## src/rtl/nand_rd_pkg.sv

```systemverilog
package nand_rd_pkg;
  typedef enum logic [1:0] {
    AREA_LO = 2'd0,
    AREA_HI = 2'd1,
    AREA_SP = 2'd2
  } area_e;

  localparam int unsigned COL_W     = 10;
  localparam int unsigned ADDR_CYC  = 4;
  localparam int unsigned ROW_W     = 8 * (ADDR_CYC - 1);
  localparam logic [7:0]  CMD_LO    = 8'h00;
  localparam logic [7:0]  CMD_HI    = 8'h01;
  localparam logic [7:0]  CMD_SP    = 8'h50;
  localparam logic [COL_W-1:0] MAIN_LAST = 10'd511;
  localparam logic [COL_W-1:0] PAGE_LAST = 10'd527;
endpackage

```

## src/rtl/nand_cmd_dec.sv

```systemverilog
module nand_cmd_dec
  import nand_rd_pkg::*;
(
  input  logic             clk_i,
  input  logic             rst_ni,
  input  logic             we_i,
  input  logic             cle_i,
  input  logic             ale_i,
  input  logic [7:0]       din_i,
  input  logic             busy_i,
  output logic             done_o,
  output logic [ROW_W-1:0] row_o,
  output logic [COL_W-1:0] start_col_o,
  output logic [COL_W-1:0] end_col_o,
  output area_e            area_o,
  output area_e            mode_o
);
  localparam int unsigned IDX_W = $clog2(ADDR_CYC);

  logic             cmd_we, addr_we;
  logic [IDX_W-1:0] idx_q;
  logic [7:0]       col_q;
  logic [ROW_W-1:0] row_acc_q, row_nx;
  logic [COL_W-1:0] start_nx, end_nx;
  area_e            mode_q;

  assign cmd_we  = we_i & cle_i & ~ale_i & ~busy_i;
  assign addr_we = we_i & ale_i & ~cle_i & ~busy_i;
  assign row_nx  = {din_i, row_acc_q[ROW_W-1:8]};
  assign mode_o  = mode_q;

  always_comb begin
    unique case (mode_q)
      AREA_HI: begin start_nx = {2'b01, col_q};             end_nx = MAIN_LAST; end
      AREA_SP: begin start_nx = {2'b10, 4'b0, col_q[3:0]};  end_nx = PAGE_LAST; end
      default: begin start_nx = {2'b00, col_q};             end_nx = MAIN_LAST; end
    endcase
  end

  always_ff @(posedge clk_i or negedge rst_ni) begin
    if (!rst_ni) begin
      mode_q      <= AREA_LO;
      idx_q       <= '0;
      col_q       <= '0;
      row_acc_q   <= '0;
      done_o      <= 1'b0;
      row_o       <= '0;
      start_col_o <= '0;
      end_col_o   <= MAIN_LAST;
      area_o      <= AREA_LO;
    end else begin
      done_o <= 1'b0;
      if (cmd_we) begin
        idx_q <= '0;
        if (din_i == CMD_LO)
          mode_q <= AREA_LO;
        else if (din_i == CMD_HI && mode_q != AREA_SP)
          mode_q <= AREA_HI;
        else if (din_i == CMD_SP)
          mode_q <= AREA_SP;
      end else if (addr_we) begin
        if (idx_q == '0) col_q <= din_i;
        else             row_acc_q <= row_nx;
        if (idx_q == IDX_W'(ADDR_CYC - 1)) begin
          idx_q       <= '0;
          done_o      <= 1'b1;
          row_o       <= row_nx;
          start_col_o <= start_nx;
          end_col_o   <= end_nx;
          area_o      <= mode_q;
          if (mode_q == AREA_HI) mode_q <= AREA_LO;  // upper half is one-shot
        end else begin
          idx_q <= idx_q + 1'b1;
        end
      end
    end
  end
endmodule

```

## src/rtl/nand_busy_timer.sv

```systemverilog
module nand_busy_timer #(
  parameter int unsigned BUSY_CYC = 6
) (
  input  logic clk_i,
  input  logic rst_ni,
  input  logic start_i,
  output logic busy_o
);
  localparam int unsigned CNT_W = $clog2(BUSY_CYC + 1);

  logic [CNT_W-1:0] cnt_q;

  always_ff @(posedge clk_i or negedge rst_ni) begin
    if (!rst_ni)               cnt_q <= '0;
    else if (start_i)          cnt_q <= CNT_W'(BUSY_CYC);
    else if (cnt_q != '0)      cnt_q <= cnt_q - 1'b1;
  end

  assign busy_o = (cnt_q != '0);
endmodule

```

## src/rtl/nand_col_ctr.sv

```systemverilog
module nand_col_ctr
  import nand_rd_pkg::*;
(
  input  logic             clk_i,
  input  logic             rst_ni,
  input  logic             load_i,
  input  logic [COL_W-1:0] start_i,
  input  logic [COL_W-1:0] end_i,
  input  logic             step_i,
  output logic [COL_W-1:0] col_o,
  output logic [COL_W-1:0] end_o
);
  always_ff @(posedge clk_i or negedge rst_ni) begin
    if (!rst_ni) begin
      col_o <= '0;
      end_o <= MAIN_LAST;
    end else if (load_i) begin
      col_o <= start_i;
      end_o <= end_i;
    end else if (step_i && col_o != end_o) begin
      col_o <= col_o + 1'b1;
    end
  end
endmodule

```

## src/rtl/nand_page_rom.sv

```systemverilog
module nand_page_rom
  import nand_rd_pkg::*;
#(
  parameter int unsigned PAGE_W = 2
) (
  input  logic [PAGE_W-1:0] page_i,
  input  logic [COL_W-1:0]  col_i,
  output logic [7:0]        data_o
);
  logic [5:0] pg6;

  assign pg6    = 6'(page_i);
  assign data_o = col_i[7:0] ^ {col_i[9:8], pg6};
endmodule

```

## src/rtl/nand_page_reader.sv

```systemverilog
module nand_page_reader
  import nand_rd_pkg::*;
#(
  parameter int unsigned BUSY_CYC = 6,
  parameter int unsigned PAGE_W   = 2
) (
  input  logic       clk_i,
  input  logic       rst_ni,
  input  logic       we_i,
  input  logic       cle_i,
  input  logic       ale_i,
  input  logic       re_i,
  input  logic [7:0] data_i,
  output logic [7:0] data_o,
  output logic       rb_o
);
  logic             busy, done, xfer, step, re_q, re_fall;
  logic             loaded_vld_q, rd_vld_q;
  logic [ROW_W-1:0] row, loaded_row_q;
  logic [COL_W-1:0] start_col, end_col, cur_col, cur_end;
  logic [7:0]       rom_byte;
  area_e            area, mode;

  nand_cmd_dec u_dec (
    .clk_i(clk_i), .rst_ni(rst_ni), .we_i(we_i), .cle_i(cle_i), .ale_i(ale_i),
    .din_i(data_i), .busy_i(busy), .done_o(done), .row_o(row),
    .start_col_o(start_col), .end_col_o(end_col), .area_o(area), .mode_o(mode)
  );

  nand_busy_timer #(.BUSY_CYC(BUSY_CYC)) u_busy (
    .clk_i(clk_i), .rst_ni(rst_ni), .start_i(xfer), .busy_o(busy)
  );

  nand_col_ctr u_col (
    .clk_i(clk_i), .rst_ni(rst_ni), .load_i(done), .start_i(start_col),
    .end_i(end_col), .step_i(step), .col_o(cur_col), .end_o(cur_end)
  );

  nand_page_rom #(.PAGE_W(PAGE_W)) u_rom (
    .page_i(loaded_row_q[PAGE_W-1:0]), .col_i(cur_col), .data_o(rom_byte)
  );

  assign re_fall = re_q & ~re_i;
  assign xfer    = done & (~loaded_vld_q | (row != loaded_row_q));
  assign step    = re_fall & ~busy & rd_vld_q & ~done;
  assign rb_o    = ~busy;

  always_ff @(posedge clk_i or negedge rst_ni) begin
    if (!rst_ni) begin
      re_q         <= 1'b1;
      loaded_vld_q <= 1'b0;
      rd_vld_q     <= 1'b0;
      loaded_row_q <= '0;
      data_o       <= '0;
    end else begin
      re_q <= re_i;
      if (done) begin
        loaded_row_q <= row;
        loaded_vld_q <= 1'b1;
        rd_vld_q     <= 1'b1;
      end
      if (step) data_o <= rom_byte;
    end
  end
endmodule

```

## config.mk

```make
export PLATFORM = sky130hd
export DESIGN_NAME = nand_page_reader
export DESIGN_NICKNAME = d
export VERILOG_FILES = /design/src/rtl/nand_rd_pkg.sv /design/src/rtl/nand_cmd_dec.sv /design/src/rtl/nand_busy_timer.sv /design/src/rtl/nand_col_ctr.sv /design/src/rtl/nand_page_rom.sv /design/src/rtl/nand_page_reader.sv
export SDC_FILE = /design/constraint.sdc
export NUM_CORES = 1
export LEC_CHECK = 0
export ABC_AREA = 1
export BUFFER_PORTS_ARGS = -buffer_cell sky130_fd_sc_hd__buf_2
export CORE_ASPECT_RATIO = 1.5
export CORE_MARGIN = 2
export CORE_UTILIZATION = 30
export DETAILED_ROUTE_END_ITERATION = 8
export GPL_TIMING_DRIVEN = 0
export MAX_ROUTING_LAYER = met4
export PLACE_DENSITY = 0.49
export SETUP_SLACK_MARGIN = 0.15
export SYNTH_ARGS = -nofsm -noshare
export SYNTH_HDL_FRONTEND = slang
export SYNTH_HIERARCHICAL = 1
export SYNTH_SLANG_ARGS = --single-unit
```

## constraint.sdc

```tcl
create_clock -name clk_i -period 1.85 [get_ports clk_i]
set_clock_uncertainty 0.15 [all_clocks]
set_input_delay 0.555 -clock clk_i [delete_from_list [all_inputs] [get_ports clk_i]]
set_output_delay 0.555 -clock clk_i [all_outputs]
set_load 0.1 [all_outputs]
```

==> results.sh <==
export IMPL_path_clk_slew_ns=0.05
export IMPL_drtPass1Iterations=4
export IMPL_core_area_mm2=0.0197
export IMPL_worstPathRequired_ns=1.14
export IMPL_cp_endpoint="rb_o"
export IMPL_clock_path_buffers=2
export IMPL_period_share=1.11
export IMPL_num_io_pins=23
export IMPL_overflow=0
export IMPL_max_freq_ghz=0.487
export IMPL_postRouteWirelength_um=14100
export IMPL_critPathLaunchType="register"
export IMPL_mostFrequentLayoutCells="nand2_1 (321), dfrtp_1 (109), inv_1 (83), o21ai_0 (49)"
export IMPL_worst_path_max_delay_cell="dfrtp_1"
export IMPL_crit_family="flip-flops"
export IMPL_hold_viol=23
export IMPL_cts_sinks=122
export IMPL_grt_max_degree=66
export IMPL_final_util=0.385
export IMPL_tightest_slew_ns=0.622
export IMPL_critPathKind="reg2out"
export IMPL_path_buf_inv=3
export IMPL_final_cell_count_no_fill=1101
export IMPL_crit_start="u_busy/cnt_q[1]$_DFFE_PN0P_"
export IMPL_dr_total_vias=4630
export IMPL_powerDensity_mw_per_mm2=1310
export IMPL_rr_endpoint="u_dec/row_acc_q[20]$_DFFE_PN0P_"
export IMPL_worstReg2RegStart="u_busy/cnt_q[1]$_DFFE_PN0P_"
export IMPL_finalCriticalPeriod_ns=2.05
export IMPL_place_area_mm2=0.00649
export IMPL_design_die_area_mm2=0.0211
export IMPL_relSlewSlack=0.585
export IMPL_portBuffers=22
export IMPL_p_leak_nw=3.82
export IMPL_synth_cells=760
export IMPL_timing_hold_ws_ns=-0.0172
export IMPL_antenna_found_initial=0
export IMPL_ys_warn_count=6
export IMPL_die_x_um=119
export IMPL_end_kind="output port"
export IMPL_r2r_cells=11
export IMPL_htreeDepth=4
export IMPL_dp_hpwl_um=9970
export IMPL_finish_instance_area_mm2=0.00760
export IMPL_syn2layout_area_growth_pct=26.9
export IMPL_die_y_um=177
export IMPL_drcViolationCount=0
export IMPL_clk_latency_ns=0.42
export IMPL_r2r_slack_ns=-0.10
export IMPL_syn_area_mm2=0.00598
export IMPL_drive_gt1_frac=0.197
export IMPL_cap_violations=0
export IMPL_gp_congestion=0.818
export IMPL_mostFrequentLayoutCell="nand2_1"
export IMPL_cts_tree="built"
export IMPL_root_buffer="clkbuf_16"
export IMPL_dp_cells=1046
export IMPL_grt_setup_unrepaired="true"
export IMPL_setup_viol=35
export IMPL_ant_nets=0
export IMPL_grt_pass1_wl_um=23700
export IMPL_worst_path_stages=5
export IMPL_cpPeakStageDelay_ns=0.38
export IMPL_drtIter0Drc=240
export IMPL_fin_setup_tns_ns=-2.11
export IMPL_rows=63
export IMPL_hold_buffers=0
export IMPL_hp_class="in2async"
export IMPL_outcome="finished, violations left"
export IMPL_start_util=0.304
export IMPL_wl_per_cell_um=12.8
export IMPL_crit_path_max_fanout=2
export IMPL_cts_made_buffers=17
export IMPL_fin_ws_ns=-0.201
export IMPL_via_per_inst=4.21
export IMPL_p_total_mw=9.97
export IMPL_vdd_drop_max_mv=0.529
export IMPL_post_place_ws_ns=-0.0974
export IMPL_grt_pass1_vias=4606
export IMPL_violations="negative hold slack, negative setup slack"
export IMPL_drv_slew=0
export IMPL_critical_path_arrival_ns=1.35
export IMPL_num_antenna_cells=0
export IMPL_avgSynthCellArea_um2=7.87
export IMPL_grt_usage=0.150
export IMPL_cp_cell_sequence="inv_2 > ha_4 > nand2_8 > clkinvlp_4 > buf_12"
export IMPL_nNetsFinal=851
-- flip-flops by register name, indices dropped and copies added (netlist names), 3 cells and up --
register	count
u_col/col_o	10
u_col/end_o	10
loaded_row_q	24
data_o	8
u_dec/start_col_o	10
u_busy/cnt_q	3
u_dec/col_q	8
u_dec/row_acc_q	16
u_dec/row_o	24
-- power breakdown --
group / switching, mW / internal, mW
Combinational: 1.40 / 1.03
Clock: 1.23 / 2.47
Sequential: 0.488 / 3.36
-- worst min path at each step --
stage	cells past startpoint	startpoint	slack, ns	endpoint
after floorplan	0	rst_ni	0.11	data_o[0]$_DFFE_PN0P_
after global placement	2	loaded_vld_q$_DFFE_PN0P_	0.29	loaded_vld_q$_DFFE_PN0P_
after detailed placement	2	loaded_vld_q$_DFFE_PN0P_	0.29	loaded_vld_q$_DFFE_PN0P_
after CTS	1	rst_ni	0.001	u_dec/row_o[15]$_DFFE_PN0P_
after global routing	1	rst_ni	0.03	u_dec/row_o[15]$_DFFE_PN0P_
final	1	rst_ni	-0.02	u_dec/row_o[15]$_DFFE_PN0P_
-- what timing repair did --
action,in CTS,in global routing
buffers inserted,16,5
pin swaps,2,6
cloned,2,0
gates resized for setup,64,15
setup endpoints to repair,83,95
-- layer usage --
layer | vias to the layer above | global-route usage | routed length (um)
met4 | 0 | 0.0725 | 420
li1 | 2439 | - | -
met5 | - | - | 0
met1 | 2110 | 0.173 | 6270
met3 | 26 | 0.0235 | 266
met2 | 55 | 0.254 | 7140
-- layout make-up --
class | count | area [um^2]
sequential | 122 | 3070
inverter | 93 | 360
clock inverter | 10 | 190
fill | 2051 | 12100
tap | 260 | 325
multi-input combinational | 511 | 2380
timing repair buffer | 45 | 485
buffer | 37 | 319
timing repair inverter | 1 | 6.26
clock buffer | 22 | 464
Note: power is estimated with default switching activity, not from simulation.
